`src/rtl/aut_pkg.sv`:
```
package aut_pkg;

  typedef enum logic [1:0] {
    PORT_NONE   = 2'd0,
    PORT_PULSE  = 2'd1,
    PORT_TRINOI = 2'd2,
    PORT_DAC    = 2'd3
  } port_e;

  // two amplitudes side by side, first one in the low half
  function automatic logic [7:0] pack_pair(input logic [3:0] lo, input logic [3:0] hi);
    return {hi, lo};
  endfunction

  // DAC value widened to a byte, top bit forced low
  function automatic logic [7:0] pad_dac(input logic [6:0] v);
    return {1'b0, v};
  endfunction

endpackage

```
`src/rtl/aut_decode.sv`:
```
module aut_decode
  import aut_pkg::*;
#(
  parameter int ADDR_W   = 5,
  parameter int BASE_OFS = 'h18
) (
  input  logic [ADDR_W-1:0] addr,
  input  logic              rd,
  input  logic              wr,
  input  logic              test_en,
  output port_e             sel,
  output logic              rd_ok,
  output logic              wr_ok
);
  localparam logic [ADDR_W-1:0] OFS0 = ADDR_W'(BASE_OFS);

  logic [ADDR_W-1:0] rel;
  assign rel = addr - OFS0;

  always_comb begin
    sel = PORT_NONE;
    if (addr >= OFS0) begin
      if (rel == ADDR_W'(0))      sel = PORT_PULSE;
      else if (rel == ADDR_W'(1)) sel = PORT_TRINOI;
      else if (rel == ADDR_W'(2)) sel = PORT_DAC;
    end
  end

  assign rd_ok = rd && test_en && (sel != PORT_NONE);
  assign wr_ok = wr && test_en && (sel == PORT_DAC);
endmodule

```
`src/rtl/aut_ctrl.sv`:
```
module aut_ctrl #(
  parameter int PHASE_W = 5,
  parameter int DATA_W  = 8
) (
  input  logic               clk,
  input  logic               rst_n,
  input  logic               wr_ok,
  input  logic [DATA_W-1:0]  wdata,
  output logic               mute_q,
  output logic               phase_ld,
  output logic [PHASE_W-1:0] phase_val
);
  localparam int MUTE_BIT = DATA_W - 1;

  always_ff @(posedge clk or negedge rst_n) begin
    if (!rst_n)     mute_q <= 1'b0;
    else if (wr_ok) mute_q <= wdata[MUTE_BIT];
  end

  assign phase_ld  = wr_ok;
  assign phase_val = wdata[PHASE_W-1:0];

  AST_MUTE_SET: assert property (@(posedge clk) disable iff (!rst_n)
    (wr_ok && wdata[MUTE_BIT]) |=> mute_q);
  AST_MUTE_CLR: assert property (@(posedge clk) disable iff (!rst_n)
    (wr_ok && !wdata[MUTE_BIT]) |=> !mute_q);
  AST_MUTE_HOLD: assert property (@(posedge clk) disable iff (!rst_n)
    !wr_ok |=> $stable(mute_q));
endmodule

```
`src/rtl/aut_gate.sv`:
```
module aut_gate #(
  parameter int W = 4
) (
  input  logic         mute,
  input  logic [W-1:0] din,
  output logic [W-1:0] dout
);
  assign dout = din & {W{~mute}};
endmodule

```
`src/rtl/aut_test_port.sv`:
```
module aut_test_port
  import aut_pkg::*;
#(
  parameter int ADDR_W   = 5,
  parameter int BASE_OFS = 'h18,
  parameter int AMP_W    = 4,
  parameter int DAC_W    = 7,
  parameter int PHASE_W  = 5
) (
  input  logic               clk,
  input  logic               rst_n,
  input  logic               test_en,
  input  logic [ADDR_W-1:0]  bus_addr,
  input  logic               bus_rd,
  input  logic               bus_wr,
  input  logic [2*AMP_W-1:0] bus_wdata,
  output logic [2*AMP_W-1:0] bus_rdata,
  output logic               bus_rdata_oe,
  input  logic [AMP_W-1:0]   pulse0_amp,
  input  logic [AMP_W-1:0]   pulse1_amp,
  input  logic [AMP_W-1:0]   tri_amp,
  input  logic [AMP_W-1:0]   noise_amp,
  input  logic [DAC_W-1:0]   dac_val,
  output logic [AMP_W-1:0]   mix_pulse0,
  output logic [AMP_W-1:0]   mix_pulse1,
  output logic [AMP_W-1:0]   mix_tri,
  output logic [AMP_W-1:0]   mix_noise,
  output logic [DAC_W-1:0]   mix_dac,
  output logic               tri_phase_ld,
  output logic [PHASE_W-1:0] tri_phase_val,
  output logic               mute_active
);
  localparam int DATA_W = 2 * AMP_W;
  localparam int N_AMP  = 4;
  localparam logic [ADDR_W-1:0] DAC_OFS = ADDR_W'(BASE_OFS + 2);

  port_e sel;
  logic  rd_ok, wr_ok, mute_q;
  logic [DATA_W-1:0] rd_mux;

  aut_decode #(.ADDR_W(ADDR_W), .BASE_OFS(BASE_OFS)) u_dec (
    .addr(bus_addr), .rd(bus_rd), .wr(bus_wr), .test_en(test_en),
    .sel(sel), .rd_ok(rd_ok), .wr_ok(wr_ok)
  );

  aut_ctrl #(.PHASE_W(PHASE_W), .DATA_W(DATA_W)) u_ctrl (
    .clk(clk), .rst_n(rst_n), .wr_ok(wr_ok), .wdata(bus_wdata),
    .mute_q(mute_q), .phase_ld(tri_phase_ld), .phase_val(tri_phase_val)
  );

  always_comb begin
    unique case (sel)
      PORT_PULSE:  rd_mux = pack_pair(pulse0_amp, pulse1_amp);
      PORT_TRINOI: rd_mux = pack_pair(tri_amp, noise_amp);
      PORT_DAC:    rd_mux = pad_dac(dac_val);
      default:     rd_mux = '0;
    endcase
  end

  assign bus_rdata_oe = rd_ok;
  assign bus_rdata    = rd_ok ? rd_mux : '0;
  assign mute_active  = mute_q;

  logic [AMP_W-1:0] amp_in  [N_AMP];
  logic [AMP_W-1:0] amp_out [N_AMP];
  assign amp_in[0] = pulse0_amp;
  assign amp_in[1] = pulse1_amp;
  assign amp_in[2] = tri_amp;
  assign amp_in[3] = noise_amp;

  for (genvar g = 0; g < N_AMP; g++) begin : g_amp_gate
    aut_gate #(.W(AMP_W)) u_gate (.mute(mute_q), .din(amp_in[g]), .dout(amp_out[g]));
  end

  aut_gate #(.W(DAC_W)) u_dac_gate (.mute(mute_q), .din(dac_val), .dout(mix_dac));

  assign mix_pulse0 = amp_out[0];
  assign mix_pulse1 = amp_out[1];
  assign mix_tri    = amp_out[2];
  assign mix_noise  = amp_out[3];

  AST_OE_NEEDS_TEST: assert property (@(posedge clk) disable iff (!rst_n)
    bus_rdata_oe |-> test_en);
  AST_LD_NEEDS_WR: assert property (@(posedge clk) disable iff (!rst_n)
    tri_phase_ld |-> (test_en && bus_wr && bus_addr == DAC_OFS));
  AST_DAC_TOP_ZERO: assert property (@(posedge clk) disable iff (!rst_n)
    (bus_rdata_oe && bus_addr == DAC_OFS) |-> !bus_rdata[DATA_W-1]);
  AST_MUTE_SILENCES: assert property (@(posedge clk) disable iff (!rst_n)
    mute_active |-> (mix_pulse0 == '0 && mix_pulse1 == '0 && mix_tri == '0
                     && mix_noise == '0 && mix_dac == '0));
  AST_IDLE_BUS_ZERO: assert property (@(posedge clk) disable iff (!rst_n)
    !bus_rdata_oe |-> (bus_rdata == '0));
endmodule

```
`config.mk`:
```
export PLATFORM = sky130hd
export DESIGN_NAME = aut_test_port
export DESIGN_NICKNAME = d
export VERILOG_FILES = /design/src/rtl/aut_pkg.sv /design/src/rtl/aut_decode.sv /design/src/rtl/aut_ctrl.sv /design/src/rtl/aut_gate.sv /design/src/rtl/aut_test_port.sv
export SDC_FILE = /design/constraint.sdc
export NUM_CORES = 1
export LEC_CHECK = 0
export BUFFER_PORTS_ARGS = -buffer_cell sky130_fd_sc_hd__buf_2
export CORE_MARGIN = 1.5
export CORE_UTILIZATION = 28
export DETAILED_ROUTE_END_ITERATION = 8
export PLACE_DENSITY = 0.79
export SLEW_MARGIN = 5
export SYNTH_ARGS = -nofsm -noshare
export SYNTH_HDL_FRONTEND = slang
export SYNTH_SLANG_ARGS = --single-unit
```
`constraint.sdc`:
```
create_clock -name clk -period 1.55 [get_ports clk]
set_clock_uncertainty 0.2 [all_clocks]
set_input_delay 0.155 -clock clk [delete_from_list [all_inputs] [get_ports clk]]
set_output_delay 0.155 -clock clk [all_outputs]
set_load 0.01 [all_outputs]
```
**After elaboration in Yosys (flattened, before gate mapping)**

Index checks and enable logic that the tools add are counted.
W data, S select, Z words.

- $add $sub $neg: 1
- Equality and inequality tests: 5
- Bitwise gates (word level): 6
- Reductions and logical operators: 6
- Magnitude comparators: 1
- Muxes and demuxes: 6

Operators by type and width:

| operator | number |
|---|---|
| $pmux W8 S3 | 1 |
| $and A4 B4 Y4 | 4 |
| $mux W2 | 4 |
| $mux W8 | 1 |
| $and A7 B7 Y7 | 1 |
| $eq A5 B1 Y1 const B | 1 |
| $eq A5 B2 Y1 const B | 1 |
| $ge A5 B5 Y1 const B | 1 |
| $logic_not A5 Y1 | 1 |
| $sub A5 B5 Y5 const B | 1 |
| $eq A2 B2 Y1 const B | 2 |
| $logic_and A1 B1 Y1 | 4 |
| $eq A2 B1 Y1 const B | 1 |
| $reduce_bool A2 Y1 | 1 |
| $not A1 Y1 | 1 |

- Bits of input ports: 41
- Word-level logic and storage cells: 26
- Output and inout port bits: 39
- Bits in registers: 1

**Longest topological paths before layout**

Gate-level depths: netlist (run 1).

- Depth after elaboration: 9
- Mapped depth: 4
- Depth with buffers taken out: 4

**Cells and area by module**

Synthesis (run 1) repeated with hierarchy kept, for this count alone.

- Cells, all modules: 68
- Area, all modules: 536.8 sq um

By module, submodules not included:

| module | sequential area each (sq um) | area an instance (sq um) | instances | cells each |
|---|---|---|---|---|
| aut_test_port | 0.0 | 225.2 | 1 | 28 |
| aut_gate at g_amp_gate[0].u_gate ... | 0.0 | 25.0 | 4 | 4 |
| aut_ctrl | 25.0 | 85.1 | 1 | 8 |
| aut_decode | 0.0 | 82.6 | 1 | 9 |
| aut_gate at u_dac_gate | 0.0 | 43.8 | 1 | 7 |

**Worst setup path after synthesis (run 1)**

Ideal clock, no wire load.

- Path type: input port to output port
- Start: input bus_addr[3]
- End: output bus_rdata[7]
- Required time: 1.195 ns
- Cell stages on the path: 4
- Buffers on the path: 0
- Arrival time: 1.244 ns
- Setup slack: -0.049 ns
- Path through: ha_1 > and4bb_2 > nand3_2 > nor3_1

- Longest elaborated chain between the ends: 9
- Elaborated cells between the ends (all ways): 16
- Those cells by class: add/sub: 1; order compare: 1; eq/ne: 5; mux: 6; reduce/logical: 3

Ends and longest elaborated chain:

| element | line | source |
|---|---|---|
| start: declaration | aut_test_port.sv:13 | `input logic [ADDR_W-1:0] bus_addr,` |
| $sub A5 B5 Y5 | aut_decode.sv:18 | `assign rel = addr - OFS0;` |
| $eq A5 B2 Y1 | aut_decode.sv:25 | `else if (rel == ADDR_W'(2)) sel = PORT_DAC;` |
| $mux W2 | aut_decode.sv:25 |  |
| $mux W2 | aut_decode.sv:24 | `else if (rel == ADDR_W'(1)) sel = PORT_TRINOI;` |
| $mux W2 | aut_decode.sv:23 | `if (rel == ADDR_W'(0)) sel = PORT_PULSE;` |
| $mux W2 * | aut_decode.sv:22 | `if (addr >= OFS0) begin` |
| $eq A2 B2 Y1, or another cell as far along | aut_test_port.sv:52 | `unique case (sel)` |
| $pmux W8 S3 / $logic_and A1 B1 Y1 (equally long branches) | aut_test_port.sv:52, aut_decode.sv:29 |  |
| $mux W8 * | aut_test_port.sv:61 | `assign bus_rdata = rd_ok ? rd_mux : '0;` |
| end: declaration | aut_test_port.sv:17 | `output logic [2*AMP_W-1:0] bus_rdata,` |

Mark *: on every way between the ends. The rest lies on a longest branch, timed or not.

**Final worst setup path (run 1)**

- Start: input bus_addr[4]
- End: output bus_rdata[7]

Same word-level chain as after synthesis.

==> impl_metrics.json, run 1 <==
{
  "status": "finished with violations",
  "failed_checks": "negative setup slack",
  "synth_top_family_by_area": "simple AND/OR/NAND/NOR gates",
  "post-route-util_pct": 55.00,
  "yosys.area_share.simple_pct": 55.47,
  "hold_viol": 0,
  "clkLatencyLatePin_ps": 0,
  "antenna_cells": 0,
  "crit_path_start": "bus_addr[4]",
  "leakage_nw": 0.4968,
  "ys_types": 18,
  "dr.pass1.iters": 4,
  "required_ps": 1190,
  "via_per_inst": 4.537,
  "start_util_pct": 29.78,
  "peakVddDrop_mv": 0.1618,
  "vias": 735,
  "synth_cells": 72,
  "timing.rr.start": "u_ctrl.mute_q",
  "min-delay-start": "bus_wdata[2]",
  "critPathLaunchType": "input port",
  "regMostFlops": "u_ctrl.mute_q",
  "worstPathMaxFanout": 5,
  "tightest_slew_ps": 336.4,
  "ys.flop_type": "dfrtp_1",
  "critPathCaptureType": "primary output",
  "hp-class": "in2out",
  "track_usage_pct": 15.81,
  "fmax_mhz": 619.6,
  "yosys-top-cells-count": "23 x nor2b_1, 8 x a21oi_1, 8 x mux2i_1",
  "pwr-share-seq_pct": 11.7,
  "fin_area_um2": 949.7,
  "ios": 80,
  "design.core.area_um2": 1727,
  "synth_xor_area_share_pct": 0,
  "die_h_um": 45.86,
  "synth_edf_count": 0,
  "swShare_pct": 42.44,
  "grt_pass1_wl_mm": 2.497,
  "crit_type": "in2out",
  "avgSynthCellArea_um2": 7.142,
  "num_rows": 15,
  "setup_viol": 7,
  "die_area_um2": 2103,
  "yosys.area.top_type": "nor2b_1",
  "netlist_area_um2": 514.2,
  "antenna_found_initial": 0,
  "synth-async-reset-ratio_pct": 100.0,
  "dp_cells": 160,
  "portBuffers": 67,
  "ys_seq_area_share_pct": 4.866,
  "grt_max_degree": 15,
  "p_comb_share_pct": 88.3,
  "ys.warnings.count": 0,
  "grt_pass1_vias": 591,
  "syn2layout_area_growth_pct": 84.67,
  "ant_nets": 0,
  "p_int_mw": 0.1419,
  "synth.mux.area_fraction_pct": 17.76,
  "largest_reg_flops": 1,
  "die_x_um": 45.86,
  "grt_setup_unrepaired": "yes",
  "nNetsFinal": 181,
  "place.gp.congestion": 0.6198,
  "dpl_cell_area_um2": 863.3,
  "fin_ws_ps": -63.91,
  "stdcell_count": 162,
  "wl_per_cell_um": 12.19,
  "synthTopCellsByArea": "nor2b_1 28%, mux2i_1 16%, or2_0 8.5%",
  "drive_gt1_share_pct": 61.31,
  "netlist.area_leader.share_pct": 27.98,
  "min_period_over_period_pct": 104.1,
  "syn_nets": 114,
  "dp_slack_ps": -234.8,
  "nFillCells": 181,
  "route.detailed.drc": 0,
  "finalPower_mw": 0.2466,
  "ys_ff_latch": 1,
  "finalMaxSlewViolations": 0,
  "drv_cap": 0,
  "synth_compound_area_share_pct": 7.786,
  "synth_most_common_cell": "nor2b_1",
  "dp.final_hpwl_mm": 1.466,
  "powerDensity_nw_per_um2": 259.6,
  "top_regs": "u_ctrl.mute_q (1)",
  "cp_data_arrival_time_ps": 1260,
  "fin_crit_ps": 1614,
  "grt-ovfl-total": 0,
  "wirelength_mm": 1.975,
  "synth-adder-area-share_pct": 2.433,
  "p_switching_mw": 0.1046,
  "drt_iter0_drc": 2,
  "slew_headroom_pct": 77.58,
  "pwr-share-clk_pct": 0
}
==> logic make-up after synthesis <==
| family | count (synthesis) |
|---|---|
| flip-flops | 1 |
| adder cells (fa/ha/maj) | 1 |
| AO/OA/AOI/OAI | 8 |
| buffers and inverters | 9 |
| multiplexers | 9 |
| AND/OR/NAND/NOR | 44 |
==> worst max-delay path, stage by stage <==
cell	delay, ps
buf_8	100
ha_4	230
and4bb_4	350
nand3_4	110
nor3_2	170
buf_2	150
==> metal layers <==
metal  vias up  global-route usage (%)  share of wire, %
met5         -                       0                 0
met4         0                   4.000                 0
met3         0                   1.190               8.5
met2        39                   31.67                58
met1       327                   17.21                34
li1        369                       -                 -
==> layout make-up <==
type | instances | area, um^2 | area share (%)
Sequential cell | 1 | 25.02 | 2.635
Tap cell | 25 | 31.28 | 3.294
Multi-Input combinational cell | 63 | 494.2 | 52.04
Timing Repair Buffer | 73 | 399.1 | 42.03
==> stage by stage <==
stage                     hold slack (ps)  setup TNS (ps)
after floorplan                    -340.6               0
after global placement             -269.8           -1634
after detailed placement           -264.7           -2096
after CTS                           110.1          -179.0
after global routing                110.0          -455.6
final                               110.0          -159.0
==> placed cells by master, fill, tap and decap left out <==
master	count
a21oi_1	4
a21oi_2	4
and2b_4	1
and4bb_4	1
buf_2	65
buf_4	5
buf_6	1
buf_8	1
dfrtp_1	1
dlygate4sd3_1	1
ha_4	1
mux2_4	1
mux2i_1	8
nand2_1	7
nand2b_1	1
nand3_4	2
nand4_1	1
nor2b_1	23
nor3_2	1
nor4_4	1
or2_0	7
==> power by group through the flow <==
stage	Sequential [mW]	Combinational [mW]	Clock, mW
after floorplan	0.0306	0.121	0
after global placement	0.0286	0.191	0
after detailed placement	0.0289	0.197	0
after CTS	0.0289	0.215	0
after global routing	0.0289	0.238	0
final	0.0288	0.218	0
==> path summary, 6_finish.rpt <==
kind	cells after the start	slack [ps]	end
worst max-delay path	6	-60	bus_rdata[7]
worst min-delay path	0	110	tri_phase_val[2]
worst max register to register	2	410	u_ctrl.mute_q
worst min register to register	2	510	u_ctrl.mute_q
max in group asynchronous	2	780	u_ctrl.mute_q
min in group asynchronous	2	280	u_ctrl.mute_q
==> what timing repair did <==
action | in CTS | in global routing
buffers inserted | 0 | 0
endpoints found under the setup margin | 10 | 10
gates resized for setup | 8 | 5
hold buffers | 1 | 0
cloned | 1 | 0
hold endpoints to repair | 1 | 0
pin swaps | 5 | 1
(Power assumes the default switching activity.)
==> inputs of run 2 (changes only) <==
BUFFER_PORTS_ARGS = -buffer_cell sky130_fd_sc_hd__buf_4   (was -buffer_cell sky130_fd_sc_hd__buf_2)
==> run 2 against run 1 <==
Maximum frequency up 1.6%. Combinational power grew 11%. Total power increased by 14%. The flow still finishes with violations (negative setup slack). Critical endpoint is now bus_rdata[4]. Sequential power is 30% higher. Core utilization rose by 9.1 points. Die area is the same. Cell area rose by 16%.
==> impl_metrics.json, run 2 (same netlist as run 1, synthesis figures left out) <==
{
  "status": "finished with violations",
  "failed_checks": "negative setup slack",
  "final_cell_mix": "68 x buf_4, 23 x nor2b_1, 8 x a21oi_2, 8 x mux2i_1",
  "dp.final_hpwl_mm": 1.425,
  "via_per_inst": 4.663,
  "nNetsFinal": 179,
  "antenna_cells": 0,
  "powerDensity_nw_per_um2": 253.5,
  "start_util_pct": 29.78,
  "wl_met1_um": 652,
  "route.detailed.drc": 0,
  "crit_type": "in2out",
  "top_regs": "u_ctrl.mute_q (1)",
  "hp-class": "in2out",
  "grt_pass1_wl_mm": 2.884,
  "largest_reg_flops": 1,
  "critPathCaptureType": "primary output",
  "wl_per_cell_um": 11.79,
  "setup_viol": 10,
  "clkLatencyLatePin_ps": 0,
  "peakVddDrop_mv": 0.2075,
  "die_area_um2": 2103,
  "dp_slack_ps": -217.8,
  "design.core.area_um2": 1727,
  "required_ps": 1190,
  "die_x_um": 45.86,
  "ios": 80,
  "grt_setup_unrepaired": "yes",
  "seqCellArea_um2": 26.28,
  "fmax_mhz": 629.2,
  "leakage_nw": 0.5308,
  "antenna_found_initial": 0,
  "highest_layer": "met3",
  "ant_nets": 0,
  "track_usage_pct": 17.44,
  "grt_max_degree": 26,
  "regMostFlops": "u_ctrl.mute_q",
  "finalMaxSlewViolations": 0,
  "min_period_over_period_pct": 102.5,
  "fin_crit_ps": 1589,
  "dr.pass1.iters": 4,
  "cp_data_arrival_time_ps": 1230,
  "hold_viol": 0,
  "wirelength_mm": 1.886,
  "multi_input_area_um2": 501.7,
  "critPathLaunchType": "input port",
  "drive_gt1_share_pct": 63.70,
  "wl_met3_um": 168,
  "drt_iter0_drc": 6,
  "grt-ovfl-total": 0,
  "fin_ws_ps": -39.22,
  "tightest_slew_ps": 408.0,
  "wl_met2_mm": 1.064,
  "die_h_um": 45.86,
  "nFillCells": 162,
  "drv_cap": 0,
  "num_rows": 15,
  "place.gp.congestion": 0.6027,
  "dpl_cell_area_um2": 1016,
  "vias": 746,
  "fin_area_um2": 1106,
  "portBuffers": 67,
  "syn2layout_area_growth_pct": 115.1,
  "grt_pass1_vias": 664,
  "slew_headroom_pct": 72.80,
  "layout.cells.most_common": "buf_4",
  "worstPathMaxFanout": 5
}
## run 2: cell types whose count changed in the layout (fill, tap and decap cells not counted), sizes merged
cell,previous run,this run
buf,72,70
## run 2: cell type report
cell class                 instances  share of cell area [%]
multi-input combinational         63                   45.36
sequential                         1                   2.376
tap                               25                   2.828
timing repair buffer              71                   49.43
## run 2: worst max-delay path: stages
cell,delay [ps]
buf_8,100
ha_4,220
and4bb_2,360
nand3_4,130
a21oi_2,130
buf_4,130
## run 2: layer usage
layer,vias up,global-route usage [%]
met4,0,1.714
met3,0,1.587
met1,339,20.56
met5,-,0
met2,43,34.17
li1,364,-
## run 2: per-stage QoR
stage          power, mW  TNS (ps)  hold WS (ps)  utilization, %  std cells
3_5_place_dp      0.2617     -1890        -267.4           58.84        158
6_report          0.2804    -233.6         110.0           64.06        160
2_1_floorplan     0.1518         0        -340.6               -         72
5_1_grt           0.3030    -635.6         110.0           64.06        160
3_3_place_gp      0.2573     -1687        -269.2           58.84        158
4_1_cts           0.2794    -205.3         110.1           63.55        160
## run 2: path summary, 6_finish.rpt
check | start | endpoint | slack [ps] | cells after the start
min reg2reg | u_ctrl.mute_q | u_ctrl.mute_q | 640 | 1
max in group asynchronous | rst_n | u_ctrl.mute_q | 780 | 2
max | bus_addr[4] | bus_rdata[4] | -40 | 6
min in group asynchronous | rst_n | u_ctrl.mute_q | 270 | 2
max reg2reg | u_ctrl.mute_q | u_ctrl.mute_q | 340 | 1
min | bus_wdata[2] | tri_phase_val[2] | 110 | 0
## run 2: what timing repair did
item / CTS / global route
endpoints found under the setup margin: 11 / 13
endpoints found under the hold margin: 1 / 0
hold buffers: 1 / 0
setup buffers: 0 / 1
gates cloned: 1 / 0
pin swaps: 6 / 2
gates resized for setup: 12 / 3
## run 2: power breakdown
group	internal, mW	switching (mW)
clock	0	0
combinational	0.146	0.0970
sequential	0.0281	0.00926
total	0.174	0.106
==> inputs of run 3 (changes only) <==
CORE_UTILIZATION = 30   (was 28)
PLACE_DENSITY = 0.84   (was 0.79)
clock period = 1.9 ns   (was 1.55 ns; I/O delays follow)
==> run 3 against run 2 <==
The flow finishes with violations (design-rule violations). Worst hold slack improved by 70 ps. Setup slack better by 130 ps. Via count is 2.3% lower. Largest power group unchanged. Routed wire length grew 0.21%. Sequential cell count unchanged. Sequential power shrank 20%. Cell area down 8.9%. Total power fell by 23%. Die area down 6.2%. Combinational power decreased by 23%. Final cell count is 7.5% lower. First-iteration DRC count grew to 3.0 times the previous value.
==> impl_metrics.json, run 3 (same netlist as run 1, synthesis figures left out) <==
{
  "final.setup.tns_ps": 0,
  "crit_type": "in2out",
  "setup_viol": 0,
  "ios": 80,
  "drt_iter0_drc": 18,
  "status": "finished with violations",
  "p_comb_share_pct": 86.1,
  "p_switching_mw": 0.08041,
  "critPathCaptureType": "primary output",
  "final_cell_mix": "68 x buf_4, 23 x nor2b_1, 8 x a21oi_1, 8 x mux2i_1",
  "vias": 729,
  "antenna_found_initial": 0,
  "wirelength_mm": 1.890,
  "peakVddDrop_mv": 0.1828,
  "grt_setup_unrepaired": "no",
  "tightest_slew_ps": 720.9,
  "reg2reg_slack_ps": 530,
  "fin_area_um2": 1007,
  "dp.final_hpwl_mm": 1.541,
  "start_util_pct": 32.99,
  "rr_worst_depth": 1,
  "crit_cells": 6,
  "wl_per_cell_um": 12.77,
  "track_usage_pct": 17.62,
  "design.core.area_um2": 1559,
  "fmax_mhz": 553.7,
  "syn2layout_area_growth_pct": 95.86,
  "slew_headroom_pct": 51.94,
  "grt_pass1_wl_mm": 2.725,
  "hp-class": "in2out",
  "dpl_cell_area_um2": 984.7,
  "regMostFlops": "u_ctrl.mute_q",
  "num_rows": 14,
  "powerDensity_nw_per_um2": 214.2,
  "pwr-share-seq_pct": 13.9,
  "top_regs": "u_ctrl.mute_q (1)",
  "grt_pass1_vias": 663,
  "die_x_um": 44.40,
  "place.gp.congestion": 0.7019,
  "post-route-util_pct": 64.61,
  "worstPathMaxFanout": 9,
  "clkLatencyLatePin_ps": 0,
  "drv_cap": 0,
  "failed_checks": "design-rule violations",
  "antenna_cells": 0,
  "portBuffers": 67,
  "path_delay_family": "simple AND/OR/NAND/NOR gates",
  "largest_reg_flops": 1,
  "die_area_um2": 1971,
  "crit_chain": "buf_4, ha_1, and4bb_2, nand3_4, a21oi_1, buf_4",
  "via_per_inst": 4.926,
  "cp_data_arrival_time_ps": 1420,
  "min_period_over_period_pct": 95.06,
  "critPathLaunchType": "input port",
  "max_stage_delay_ps": 330,
  "grt-ovfl-total": 0,
  "layout.cells.most_common": "buf_4",
  "nFillCells": 160,
  "die_h_um": 44.40,
  "leakage_nw": 0.5182,
  "nNetsFinal": 176,
  "hold_path_depth": 0,
  "pwr-share-clk_pct": 0,
  "finalMaxSlewViolations": 0,
  "p_int_mw": 0.1353,
  "swShare_pct": 37.27,
  "ant_nets": 0,
  "grt_max_degree": 26,
  "cp_slowest_cell": "and4bb_2",
  "crit_buf_inv": 2,
  "route.detailed.drc": 6,
  "drive_gt1_share_pct": 55.30,
  "hold_viol": 0,
  "fin_crit_ps": 1806,
  "cpMostUsedCell": "buf_4",
  "dr.pass1.iters": 9,
  "required_ps": 1510
}
run 3: routing by layer:
metal | track usage [%] | wire length, um
met1 | 16.71 | 599
met2 | 40.29 | 1128
met3 | 1.224 | 162
met4 | 1.212 | 0
met5 | 0 | 0
run 3: area by class of cell:
type | instances | area, um^2 | share of cell area [%]
flip-flops and latches | 1 | 25.02 | 2.484
well taps | 16 | 20.02 | 1.988
repair buffers | 69 | 520.5 | 51.68
multi-input cells | 62 | 441.7 | 43.85
run 3: path summary, 6_finish.rpt:
path,startpoint,end
worst max-delay path,bus_addr[3],bus_rdata[6]
worst min-delay path,bus_wdata[0],tri_phase_val[0]
worst max register to register,u_ctrl.mute_q,u_ctrl.mute_q
worst min register to register,u_ctrl.mute_q,u_ctrl.mute_q
max in group asynchronous,rst_n,u_ctrl.mute_q
min in group asynchronous,rst_n,u_ctrl.mute_q
run 3: power by group through the flow:
stage          Sequential (mW)  Combinational, mW  Clock (mW)
6_report                0.0300              0.186           0
5_1_grt                 0.0310              0.199           0
4_1_cts                 0.0302              0.185           0
2_1_floorplan           0.0249             0.0984           0
3_5_place_dp            0.0302              0.183           0
3_3_place_gp            0.0299              0.177           0
run 3: what timing repair did:
item	in CTS	in global routing
hold endpoints to repair	1	0
buffers inserted	0	0
endpoints found under the setup margin	0	6
gates resized for setup	0	2
hold buffers	1	0
run 3: per-stage QoR:
stage | hold slack (ps) | power (mW) | setup WS (ps) | instances
floorplan | -305.6 | 0.1233 | 231.4 | 72
detailed placement | -231.9 | 0.2131 | 13.48 | 147
CTS | 180.1 | 0.2152 | 13.43 | 148
global placement | -234.0 | 0.2073 | 48.61 | 147
finish | 180.0 | 0.2157 | 93.92 | 148
global route | 180.0 | 0.2305 | 16.06 | 148
